--- src/rtl/drvprot_pkg.sv ---
package drvprot_pkg;

    typedef struct packed {
        logic stop;
        logic brake;
        logic locked;
        logic uv;
        logic extclk;
    } ctl_t;

    localparam int CTL_W = $bits(ctl_t);

    localparam ctl_t CTL_RST = '{stop: 1'b1, brake: 1'b0, locked: 1'b0,
                                 uv: 1'b0, extclk: 1'b0};

    typedef enum logic [1:0] {
        MODE_RUN   = 2'd0,
        MODE_BRAKE = 2'd1,
        MODE_STOP  = 2'd2
    } drive_mode_e;

    // stop dominates brake
    function automatic drive_mode_e decode_mode(input logic stop, input logic brake);
        if (stop)
            return MODE_STOP;
        else if (brake)
            return MODE_BRAKE;
        else
            return MODE_RUN;
    endfunction

    function automatic int cnt_bits(input longint limit);
        return (limit < 2) ? 1 : $clog2(limit + 1);
    endfunction

endpackage

--- src/rtl/drvprot_sync.sv ---
module drvprot_sync #(
    parameter int               WIDTH   = 5,
    parameter int               STAGES  = 2,
    parameter logic [WIDTH-1:0] RST_VAL = '0
) (
    input  logic             clk,
    input  logic             rst,
    input  logic [WIDTH-1:0] d,
    output logic [WIDTH-1:0] q
);

    logic [WIDTH-1:0] pipe [STAGES];

    for (genvar g = 0; g < STAGES; g++) begin : g_stage
        if (g == 0) begin : g_first
            always_ff @(posedge clk) begin
                if (rst) pipe[g] <= RST_VAL;
                else     pipe[g] <= d;
            end
        end else begin : g_next
            always_ff @(posedge clk) begin
                if (rst) pipe[g] <= RST_VAL;
                else     pipe[g] <= pipe[g-1];
            end
        end
    end

    assign q = pipe[STAGES-1];

endmodule

--- src/rtl/drvprot_clkwatch.sv ---
module drvprot_clkwatch #(
    parameter int LOSS_CYCLES = 25000
) (
    input  logic clk,
    input  logic rst,
    input  logic ref_s,
    output logic lost
);
    import drvprot_pkg::*;

    localparam int W = cnt_bits(LOSS_CYCLES);
    localparam logic [W-1:0] LIM = W'(LOSS_CYCLES);

    logic         ref_prev;
    logic         edge_s;
    logic [W-1:0] gap_cnt;

    assign edge_s = ref_s & ~ref_prev;
    assign lost   = (gap_cnt == LIM);

    always_ff @(posedge clk) begin
        if (rst) begin
            ref_prev <= 1'b0;
            gap_cnt  <= '0;
        end else begin
            ref_prev <= ref_s;
            if (edge_s)
                gap_cnt <= '0;
            else if (gap_cnt != LIM)
                gap_cnt <= gap_cnt + 1'b1;
        end
    end

    AST_EDGE_RELEASES: assert property (@(posedge clk) disable iff (rst)
        edge_s |=> !lost);
    AST_LOSS_STICKY: assert property (@(posedge clk) disable iff (rst)
        (lost && !edge_s) |=> lost);

endmodule

--- src/rtl/drvprot_stallguard.sv ---
module drvprot_stallguard #(
    parameter longint PROT_CYCLES = 150000000,
    parameter int     CLR_CYCLES  = 50000
) (
    input  logic clk,
    input  logic rst,
    input  logic run,
    input  logic hold,
    input  logic locked,
    output logic fault
);
    import drvprot_pkg::*;

    localparam int TW = cnt_bits(PROT_CYCLES);
    localparam int HW = cnt_bits(CLR_CYCLES);
    localparam logic [TW-1:0] T_LIM = TW'(PROT_CYCLES - 1);
    localparam logic [HW-1:0] H_LIM = HW'(CLR_CYCLES - 1);

    logic [TW-1:0] stall_tmr;
    logic [HW-1:0] hold_cnt;
    logic          fault_q;

    assign fault = fault_q;

    always_ff @(posedge clk) begin
        if (rst) begin
            stall_tmr <= '0;
            hold_cnt  <= '0;
            fault_q   <= 1'b0;
        end else begin
            // stall timer: counts unlocked run clocks
            if (!run || locked)
                stall_tmr <= '0;
            else if (!fault_q) begin
                if (stall_tmr == T_LIM)
                    fault_q <= 1'b1;
                else
                    stall_tmr <= stall_tmr + 1'b1;
            end

            // clear-hold counter: must see stop/brake without a break
            if (hold) begin
                if (hold_cnt == H_LIM) begin
                    if (fault_q)
                        fault_q <= 1'b0;
                end else begin
                    hold_cnt <= hold_cnt + 1'b1;
                end
            end else begin
                hold_cnt <= '0;
            end
        end
    end

    AST_FAULT_FROM_STALL: assert property (@(posedge clk) disable iff (rst)
        $rose(fault_q) |-> $past(run && !locked));
    AST_FAULT_CLEAR_NEEDS_HOLD: assert property (@(posedge clk) disable iff (rst)
        $fell(fault_q) |-> $past(hold));
    AST_TIMER_IDLE: assert property (@(posedge clk) disable iff (rst)
        !run |=> (stall_tmr == '0));
    AST_LOCK_RESETS_TIMER: assert property (@(posedge clk) disable iff (rst)
        (run && locked) |=> (stall_tmr == '0));

endmodule

--- src/rtl/drive_prot_sup.sv ---
module drive_prot_sup #(
    parameter longint PROT_CYCLES = 150000000,
    parameter int     CLR_CYCLES  = 50000,
    parameter int     LOSS_CYCLES = 25000,
    parameter int     SYNC_STAGES = 2
) (
    input  logic clk,
    input  logic rst,
    input  logic stop_req,
    input  logic brake_req,
    input  logic speed_locked,
    input  logic ext_clk,
    input  logic uv_flag,
    output logic hs_off,
    output logic pwm_off,
    output logic fault
);
    import drvprot_pkg::*;

    ctl_t        ctl_raw;
    ctl_t        ctl_s;
    drive_mode_e mode;
    logic        run_ok;
    logic        hold;
    logic        clk_lost;
    logic        fault_q;
    logic        off_all;
    logic        hs_off_q;
    logic        pwm_off_q;

    assign ctl_raw.stop   = stop_req;
    assign ctl_raw.brake  = brake_req;
    assign ctl_raw.locked = speed_locked;
    assign ctl_raw.uv     = uv_flag;
    assign ctl_raw.extclk = ext_clk;

    drvprot_sync #(
        .WIDTH  (CTL_W),
        .STAGES (SYNC_STAGES),
        .RST_VAL(CTL_RST)
    ) u_sync (
        .clk(clk),
        .rst(rst),
        .d  (ctl_raw),
        .q  (ctl_s)
    );

    assign mode   = decode_mode(ctl_s.stop, ctl_s.brake);
    assign run_ok = (mode == MODE_RUN) && !ctl_s.uv;
    assign hold   = (mode != MODE_RUN);

    drvprot_clkwatch #(
        .LOSS_CYCLES(LOSS_CYCLES)
    ) u_clkwatch (
        .clk  (clk),
        .rst  (rst),
        .ref_s(ctl_s.extclk),
        .lost (clk_lost)
    );

    drvprot_stallguard #(
        .PROT_CYCLES(PROT_CYCLES),
        .CLR_CYCLES (CLR_CYCLES)
    ) u_stall (
        .clk   (clk),
        .rst   (rst),
        .run   (run_ok),
        .hold  (hold),
        .locked(ctl_s.locked),
        .fault (fault_q)
    );

    assign off_all = ctl_s.uv || fault_q || (mode == MODE_STOP);

    always_ff @(posedge clk) begin
        if (rst) begin
            hs_off_q  <= 1'b1;
            pwm_off_q <= 1'b1;
        end else begin
            hs_off_q  <= off_all;
            pwm_off_q <= off_all || ((mode == MODE_RUN) && clk_lost);
        end
    end

    assign hs_off  = hs_off_q;
    assign pwm_off = pwm_off_q;
    assign fault   = fault_q;

    AST_UV_BLANKS: assert property (@(posedge clk) disable iff (rst)
        ctl_s.uv |=> (hs_off_q && pwm_off_q));
    AST_STOP_BLANKS: assert property (@(posedge clk) disable iff (rst)
        (mode == MODE_STOP) |=> (hs_off_q && pwm_off_q));
    AST_FAULT_DISABLES: assert property (@(posedge clk) disable iff (rst)
        fault_q |=> (hs_off_q && pwm_off_q));
    AST_BRAKE_DRIVES: assert property (@(posedge clk) disable iff (rst)
        ((mode == MODE_BRAKE) && !fault_q && !ctl_s.uv) |=> (!hs_off_q && !pwm_off_q));
    AST_HS_IMPLIES_PWM: assert property (@(posedge clk) disable iff (rst)
        hs_off_q |-> pwm_off_q);

endmodule

--- config.mk ---
export PLATFORM = sky130hd
export DESIGN_NAME = drive_prot_sup
export DESIGN_NICKNAME = d
export VERILOG_FILES = /design/src/rtl/drvprot_pkg.sv /design/src/rtl/drvprot_sync.sv /design/src/rtl/drvprot_clkwatch.sv /design/src/rtl/drvprot_stallguard.sv /design/src/rtl/drive_prot_sup.sv
export SDC_FILE = /design/constraint.sdc
export NUM_CORES = 1
export LEC_CHECK = 0
export BUFFER_PORTS_ARGS = -buffer_cell sky130_fd_sc_hd__buf_2
export CORE_AREA = 2 2 90 75
export DETAILED_ROUTE_END_ITERATION = 10
export DIE_AREA = 0 0 92 77
export PLACE_DENSITY = 0.7
export SKIP_CTS_REPAIR_TIMING = 1
export SYNTH_ARGS = -nofsm -noshare
export SYNTH_HDL_FRONTEND = slang
export SYNTH_SLANG_ARGS = --single-unit
export TNS_END_PERCENT = 5
--- constraint.sdc ---
create_clock -name clk -period 4.6 [get_ports clk]
set_input_delay 0.92 -clock clk [delete_from_list [all_inputs] [get_ports clk]]
set_output_delay 0.92 -clock clk [all_outputs]
set_load 0.05 [all_outputs]
==> results of run 1 <==
==> through the flow <==
stage,util (%),hold slack (ns)
floorplan,-,0.389
global placement,54.7,0.395
detailed placement,54.7,0.393
CTS,57.5,0.414
global route,57.5,0.438
finish,57.5,0.409
==> worst min path at each step <==
| stage | to | startpoint |
|---|---|---|
| 2_1_floorplan | u_sync.pipe[1][4]$_SDFF_PP1_ | u_sync.pipe[0][4]$_SDFF_PP1_ |
| 3_3_place_gp | u_sync.pipe[1][4]$_SDFF_PP1_ | u_sync.pipe[0][4]$_SDFF_PP1_ |
| 4_1_cts | u_sync.pipe[1][4]$_SDFF_PP1_ | u_sync.pipe[0][4]$_SDFF_PP1_ |
| 6_report | u_sync.pipe[1][4]$_SDFF_PP1_ | u_sync.pipe[0][4]$_SDFF_PP1_ |
| 5_1_grt | u_sync.pipe[1][4]$_SDFF_PP1_ | u_sync.pipe[0][4]$_SDFF_PP1_ |
| 3_5_place_dp | u_sync.pipe[1][4]$_SDFF_PP1_ | u_sync.pipe[0][4]$_SDFF_PP1_ |
==> critical path, cell delays in order <==
cell and delay [ns]:
buf_2 0.18, or3_1 0.42, nor3_1 0.95, nand2_1 0.12, a31oi_1 0.20, a41o_1 0.11
==> layout make-up <==
class                           instances  area [um^2]  area share [%]
Multi-Input combinational cell        275         1730            48.7
Sequential cell                        73         1460            41.1
Clock buffer                            9          124            3.49
Tap cell                               84          105            2.96
Timing Repair Buffer                   10         52.6            1.48
Clock inverter                          7         46.3            1.30
Inverter                                9         33.8           0.951
==> layer usage <==
metal  track usage [%]  up-vias  part of all wire (%)
met5                 0        -                     0
met4              7.46        0                  0.85
met3              7.07        7                   5.8
met2              31.6       59                    44
met1              26.2     1233                    50
li1                  -     1347                     -
==> where the power goes <==
group          leakage, nW  internal [W]  total (W)  switching [W]
Sequential           0.591      0.000641   0.000646     0.00000556
Clock               0.0931      0.000195   0.000437       0.000241
Combinational        0.583     0.0000130  0.0000329      0.0000199
Total                 1.27      0.000849    0.00112       0.000267
==> registers in the layout, summed over array words and instances, names as in the netlist <==
register             count
pwm_off                  1
u_clkwatch.gap_cnt      15
u_clkwatch.ref_prev      1
u_stall.fault            1
u_stall.hold_cnt        16
hs_off                   1
u_sync.pipe             10
u_stall.stall_tmr       28
==> synthesized netlist by cell type, drive strengths merged, types with 9 or more instances <==
master  number  area share (%)
nor2        43             4.9
dfxtp       73              45
nor3         9             1.4
a21oi       22             3.4
nor2b       10             1.9
o21ai       13             2.0
nand4       18             3.9
xnor2       10             2.7
xor2        16             4.3
nand2       31             3.5
nand3       14             2.1
or3         12             2.3
inv          9             1.0
==> logic make-up (layout without fill, tap and decap cells) <==
family | Yosys count | after routing | synth area share, %
and+or+nand+nor | 180 | 180 | 30.9
DFF | 73 | 73 | 44.5
AOI/OAI and AO/OA | 61 | 61 | 12.2
xor gates and xnor gates | 26 | 26 | 6.94
buffers and inverters | 19 | 35 | 2.74
adders and majority gates | 4 | 4 | 1.53
muxes | 4 | 4 | 1.22
==> flow_metrics.env, run 1 <==
export IMPL_area_growth_pct=8.27
export IMPL_hp_class="register to register"
export IMPL_cts_buffers=9
export IMPL_rsz0062_at_grt="no"
export IMPL_reg2reg_setup_slack_ns=2.28
export IMPL_final_common_cell="dfxtp_1"
export IMPL_slew_viol_final=0
export IMPL_gp_congestion=0.892
export IMPL_die_h_um=77
export IMPL_grt_first_pass_wirelength_mm=11.5
export IMPL_dieArea_mm2=0.00708
export IMPL_clockBufferDepth=2
export IMPL_vias_per_cell=5.67
export IMPL_place_area_mm2=0.00338
export IMPL_pre_cts_slack_ns=1.62
export IMPL_yosysWarnings=0
export IMPL_clk_pin_slew_ns=0.08
export IMPL_cap_violations=0
export IMPL_ys_types=47
export IMPL_syn_area_per_cell_um2=8.94
export IMPL_finalWorstSetupSlack_ns=2.00
export IMPL_dp_cells=451
export IMPL_arrival_ns=2.90
export IMPL_hold_violations=0
export IMPL_antenna_cells=0
export IMPL_die_w_um=92
export IMPL_cts_sinks=73
export IMPL_wl_per_cell_um=13.8
export IMPL_vias=2646
export IMPL_port_buffer_count=9
export IMPL_track_usage_pct=20.3
export IMPL_initial_utilization_pct=53.1
export IMPL_grt_pass1_vias=2560
export IMPL_tightest_slew_ns=1.24
export IMPL_setup_tns_ns=0
export IMPL_path_max_fanout=15
export IMPL_cp_required_ns=4.89
export IMPL_drive_gt1_share_pct=10.2
export IMPL_synth_edff_count=0
export IMPL_dp_hpwl_mm=4.39
export IMPL_core_area_mm2=0.00618
export IMPL_powerDensity_mw_per_mm2=314
export IMPL_synth_ff_type="dfxtp_1"
export IMPL_critPathCaptureType="register"
export IMPL_critical_path_class="input port to register"
export IMPL_drt_total_wl_mm=6.45
export IMPL_synth_seq_area_share_pct=44.5
export IMPL_critical_path_endpoint="u_stall.stall_tmr[10]$_SDFFE_PP0N_"
export IMPL_p_total_w=0.00112
export IMPL_syn_num_nets=378
export IMPL_run_status="finished clean"
export IMPL_ys_seq_elements=73
export IMPL_antenna_found_initial=0
export IMPL_overflow=0
export IMPL_fill_cells=563
export IMPL_postRouteAntennaNets=0
export IMPL_ir_drop_v=0.000202
export IMPL_fin_area_mm2=0.00355
export IMPL_ios=10
export IMPL_fin_nets=389
export IMPL_grt_max_degree=27
export IMPL_layout_common_cells="dfxtp_1 (73), nor2_1 (43), nand2_1 (31)"
export IMPL_clk_latency_ns=0.35
export IMPL_fin_cells=467
export IMPL_synth_area_mm2=0.00328
export IMPL_cp_start_kind="input port"
export IMPL_min_period_ns=2.60
export IMPL_rr_endpoint="u_stall.stall_tmr[10]$_SDFFE_PP0N_"
export IMPL_skew_ns=0.00622
export IMPL_drc=0
export IMPL_cts_root_buf="clkbuf_8"
export IMPL_fin_crit_sh_pct=56.6
export IMPL_crit_path_start="rst"
export IMPL_leakagePower_nw=1.27
export IMPL_ys_async_sr_fraction_pct=0
export IMPL_htreeDepth=3
export IMPL_finalSetupViolations=0
export IMPL_hold_depth=1
export IMPL_reg2reg_depth=6
export IMPL_crit_reg2reg_launch="u_stall.stall_tmr[0]$_SDFFE_PP0N_"
export IMPL_max_slew_margin_pct=16.6
export IMPL_rows=26
export IMPL_synthCells=367
export IMPL_max_freq_mhz=384
export IMPL_drt_iter0_markers=131
export IMPL_first_pass_iters=4
export IMPL_cts_tree="built"
Power figures use the tool's default switching activity.
==> run 2, diff against run 1 <==
--- a/config.mk
+++ b/config.mk
@@ -5,10 +5,11 @@
 export SDC_FILE = /design/constraint.sdc
 export NUM_CORES = 1
 export LEC_CHECK = 0
+export ABC_AREA = 1
 export BUFFER_PORTS_ARGS = -buffer_cell sky130_fd_sc_hd__buf_2
-export CORE_AREA = 2 2 90 75
+export CORE_AREA = 2 2 99 82
 export DETAILED_ROUTE_END_ITERATION = 10
-export DIE_AREA = 0 0 92 77
+export DIE_AREA = 0 0 101 84
 export PLACE_DENSITY = 0.7
 export SKIP_CTS_REPAIR_TIMING = 1
 export SYNTH_ARGS = -nofsm -noshare
==> constraint.sdc (replaced) <==
create_clock -name clk -period 2.4 [get_ports clk]
set_input_delay 0.48 -clock clk [delete_from_list [all_inputs] [get_ports clk]]
set_output_delay 0.48 -clock clk [all_outputs]
set_load 0.05 [all_outputs]
==> run 2 against run 1 <==
Net effect:
- clock power rose by 120%
- routed wire length is 40% higher
- critical endpoint is now u_stall.stall_tmr[13]$_SDFFE_PP0N_
- synthesized area grew 22%
- design area grew 21%
- via count up 41%
- register-to-register slack worse by 1.7 ns
- sequential share of layout area decreased by 7.2 points
- clock skew grew 0.0039 ns
- global-route usage is 3.0 points higher
- first-iteration DRC count increased by 68%
- count of clock-buffer cells in the layout grew 2
- largest power group unchanged
- largest cell class unchanged
- synthesized cell count grew 66%
==> flow_metrics.env, run 2 <==
export IMPL_run_status="finished clean"
export IMPL_final_core_util_pct=56.5
export IMPL_crit_path_start="u_stall.stall_tmr[0]$_SDFFE_PP0N_"
export IMPL_min_period_ns=1.78
export IMPL_path_max_fanout=26
export IMPL_fill_cells=747
export IMPL_finalSetupViolations=0
export IMPL_initial_utilization_pct=52.7
export IMPL_ios=10
export IMPL_synth_edff_count=0
export IMPL_cap_violations=0
export IMPL_crit_reg2reg_launch="u_stall.stall_tmr[0]$_SDFFE_PP0N_"
export IMPL_synth_top_area_share_pct=36.4
export IMPL_die_w_um=101
export IMPL_dp_hpwl_mm=6.64
export IMPL_cp_slowest_cell="dfxtp_1"
export IMPL_critical_path_class="register to register"
export IMPL_clk_pin_slew_ns=0.08
export IMPL_final_common_cell="nand2_1"
export IMPL_cts_root_buf="clkbuf_8"
export IMPL_synthCells=609
export IMPL_rows=29
export IMPL_gp_congestion=0.980
export IMPL_reg_top3="u_stall.stall_tmr (28), u_stall.hold_cnt (16), u_clkwatch.gap_cnt (15)"
export IMPL_clockBufferDepth=2
export IMPL_setup_tns_ns=0
export IMPL_max_freq_mhz=561
export IMPL_hp_class="input port to register"
export IMPL_antenna_cells=0
export IMPL_drive_gt1_share_pct=11.1
export IMPL_critical_path_endpoint="u_stall.stall_tmr[13]$_SDFFE_PP0N_"
export IMPL_layout_common_cells="nand2_1 (165), nor2_1 (93), inv_1 (73), dfxtp_1 (73), nand3_1 (47)"
export IMPL_ir_drop_v=0.000305
export IMPL_cts_buffers=9
export IMPL_skew_ns=0.0101
export IMPL_dieArea_mm2=0.00848
export IMPL_reg2reg_depth=9
export IMPL_yosysMostFrequentCell="nand2_1"
export IMPL_largest_reg_flops=28
export IMPL_ys_types=34
export IMPL_synth_commonest_cells="nand2_1 (165), nor2_1 (93), dfxtp_1 (73), inv_1 (73), nand3_1 (47)"
export IMPL_die_h_um=84
export IMPL_synth_top_cell_by_area="dfxtp_1"
export IMPL_syn_num_nets=620
export IMPL_overflow=0
export IMPL_htreeDepth=3
export IMPL_crit_top_cell="nand2_4"
export IMPL_max_flop_register="u_stall.stall_tmr"
export IMPL_vias_per_cell=5.19
export IMPL_hold_violations=0
export IMPL_reg2reg_setup_slack_ns=0.62
export IMPL_slew_viol_final=0
export IMPL_postRouteAntennaNets=0
export IMPL_max_stage_delay_ns=0.38
export IMPL_cp_cell_sequence="ha_1, nand2_2, nor2_8, nand2_4, nor2_4, nand2_4, nand2_8, nand2_1, a21oi_1"
export IMPL_ys_async_sr_fraction_pct=0
export IMPL_track_usage_pct=23.3
export IMPL_rsz0062_at_grt="no"
export IMPL_clk_latency_ns=0.34
export IMPL_grt_max_degree=27
export IMPL_vias=3721
export IMPL_first_pass_iters=5
export IMPL_max_slew_margin_pct=70.1
export IMPL_wl_per_cell_um=12.6
export IMPL_powerDensity_mw_per_mm2=524
export IMPL_cp_required_ns=2.68
export IMPL_core_area_mm2=0.00762
export IMPL_synth_ff_type="dfxtp_1"
export IMPL_port_buffer_count=9
export IMPL_antenna_found_initial=0
export IMPL_area_growth_pct=7.19
export IMPL_yosysWarnings=0
export IMPL_drc=0
export IMPL_syn_area_per_cell_um2=6.60
export IMPL_drt_iter0_markers=220
export IMPL_synth_area_mm2=0.00402
export IMPL_ys_seq_elements=73
export IMPL_tightest_slew_ns=0.444
export IMPL_drt_total_wl_mm=9.03
export IMPL_cts_tree="built"
export IMPL_fin_crit_sh_pct=74.3
export IMPL_grt_first_pass_wirelength_mm=15.8
export IMPL_leakagePower_nw=1.49
export IMPL_cts_sinks=73
export IMPL_arrival_ns=2.06
export IMPL_fin_nets=632
export IMPL_critPathCaptureType="register"
export IMPL_synth_seq_area_share_pct=36.4
export IMPL_grt_pass1_vias=3407
export IMPL_rr_endpoint="u_stall.stall_tmr[13]$_SDFFE_PP0N_"
export IMPL_cp_start_kind="register"
export IMPL_synth_area_leaders="dfxtp_1 (36%), nand2_1 (15%), nor2_1 (8.7%)"
## run 2: changes by cell type in the layout (fill, tap and decap cells not counted), moves of 7 or more
cell     before  now
nor2_1       43   93
and3_1        7    0
nor2b_1      10    0
xor2_1       16    9
o21ai_1       8    0
nand2_2       0   12
a21oi_2       0   14
nand3_1      14   47
nand2_1      31  165
a21oi_1      22   34
inv_1         9   73
o21ai_0       5   17
or3_1        12    0
## run 2: critical path, delay by kind of cell, from the launching register on
kind / cells / cell delay (ns)
fa+ha+maj: 1 / 0.24
compound gates: 1 / 0.14
flops: 1 / 0.38
simple gates: 7 / 0.94
## run 2: logic make-up after synthesis
| kind of cell | Yosys count | synth area share (%) |
|---|---|---|
| buffers and inverters | 86 | 8.97 |
| xor gates and xnor gates | 13 | 2.83 |
| AOI/OAI and AO/OA | 69 | 10.1 |
| DFF | 73 | 36.4 |
| adders and majority gates | 4 | 1.25 |
| and+or+nand+nor | 364 | 40.5 |
## run 2: per-stage QoR
stage / hold WS (ns) / cells / total power (W) / cell area, um^2 / setup WS (ns)
floorplan: 0.388 / 609 / 0.00131 / 4020 / 0.660
global placement: 0.392 / 703 / 0.00133 / 4120 / 0.728
detailed placement: 0.396 / 703 / 0.00133 / 4120 / 0.667
CTS: 0.310 / 717 / 0.00228 / 4310 / 0.654
global route: 0.322 / 717 / 0.00234 / 4310 / 0.499
finish: 0.328 / 717 / 0.00226 / 4310 / 0.617
## run 2: power by group
part	internal (W)	switching, W
registers	0.00123	0.0000107
clock network	0.000496	0.000460
logic	0.0000229	0.0000410
## run 2: worst min-delay path by stage
stage | startpoint | endpoint | slack, ns | cells past startpoint
global route | stop_req | u_sync.pipe[0][4]$_SDFF_PP1_ | 0.32 | 2
floorplan | u_sync.pipe[0][0]$_SDFF_PP0_ | u_sync.pipe[1][0]$_SDFF_PP0_ | 0.39 | 2
CTS | stop_req | u_sync.pipe[0][4]$_SDFF_PP1_ | 0.31 | 2
global placement | u_sync.pipe[0][0]$_SDFF_PP0_ | u_sync.pipe[1][0]$_SDFF_PP0_ | 0.39 | 2
finish | stop_req | u_sync.pipe[0][4]$_SDFF_PP1_ | 0.33 | 2
detailed placement | u_sync.pipe[0][4]$_SDFF_PP1_ | u_sync.pipe[1][4]$_SDFF_PP1_ | 0.40 | 1
## run 2: per-layer routing
layer  vias up  routed length [um]  global-route usage (%)
met4         0                 108                    7.25
li1       1945                   -                       -
met1      1669                4520                    34.0
met3         9                 630                    6.37
met2        98                3770                    33.2
met5         -                   0                       0
## run 2: layout make-up
| class | count | area (um^2) | area share [%] |
|---|---|---|---|
| tap | 93 | 116 | 2.70 |
| clock inverter | 3 | 42.5 | 0.988 |
| sequential | 73 | 1460 | 33.9 |
| inverter | 75 | 282 | 6.54 |
| multi-input combinational | 450 | 2200 | 51.0 |
| clock buffer | 11 | 141 | 3.28 |
| timing repair buffer | 12 | 67.6 | 1.57 |
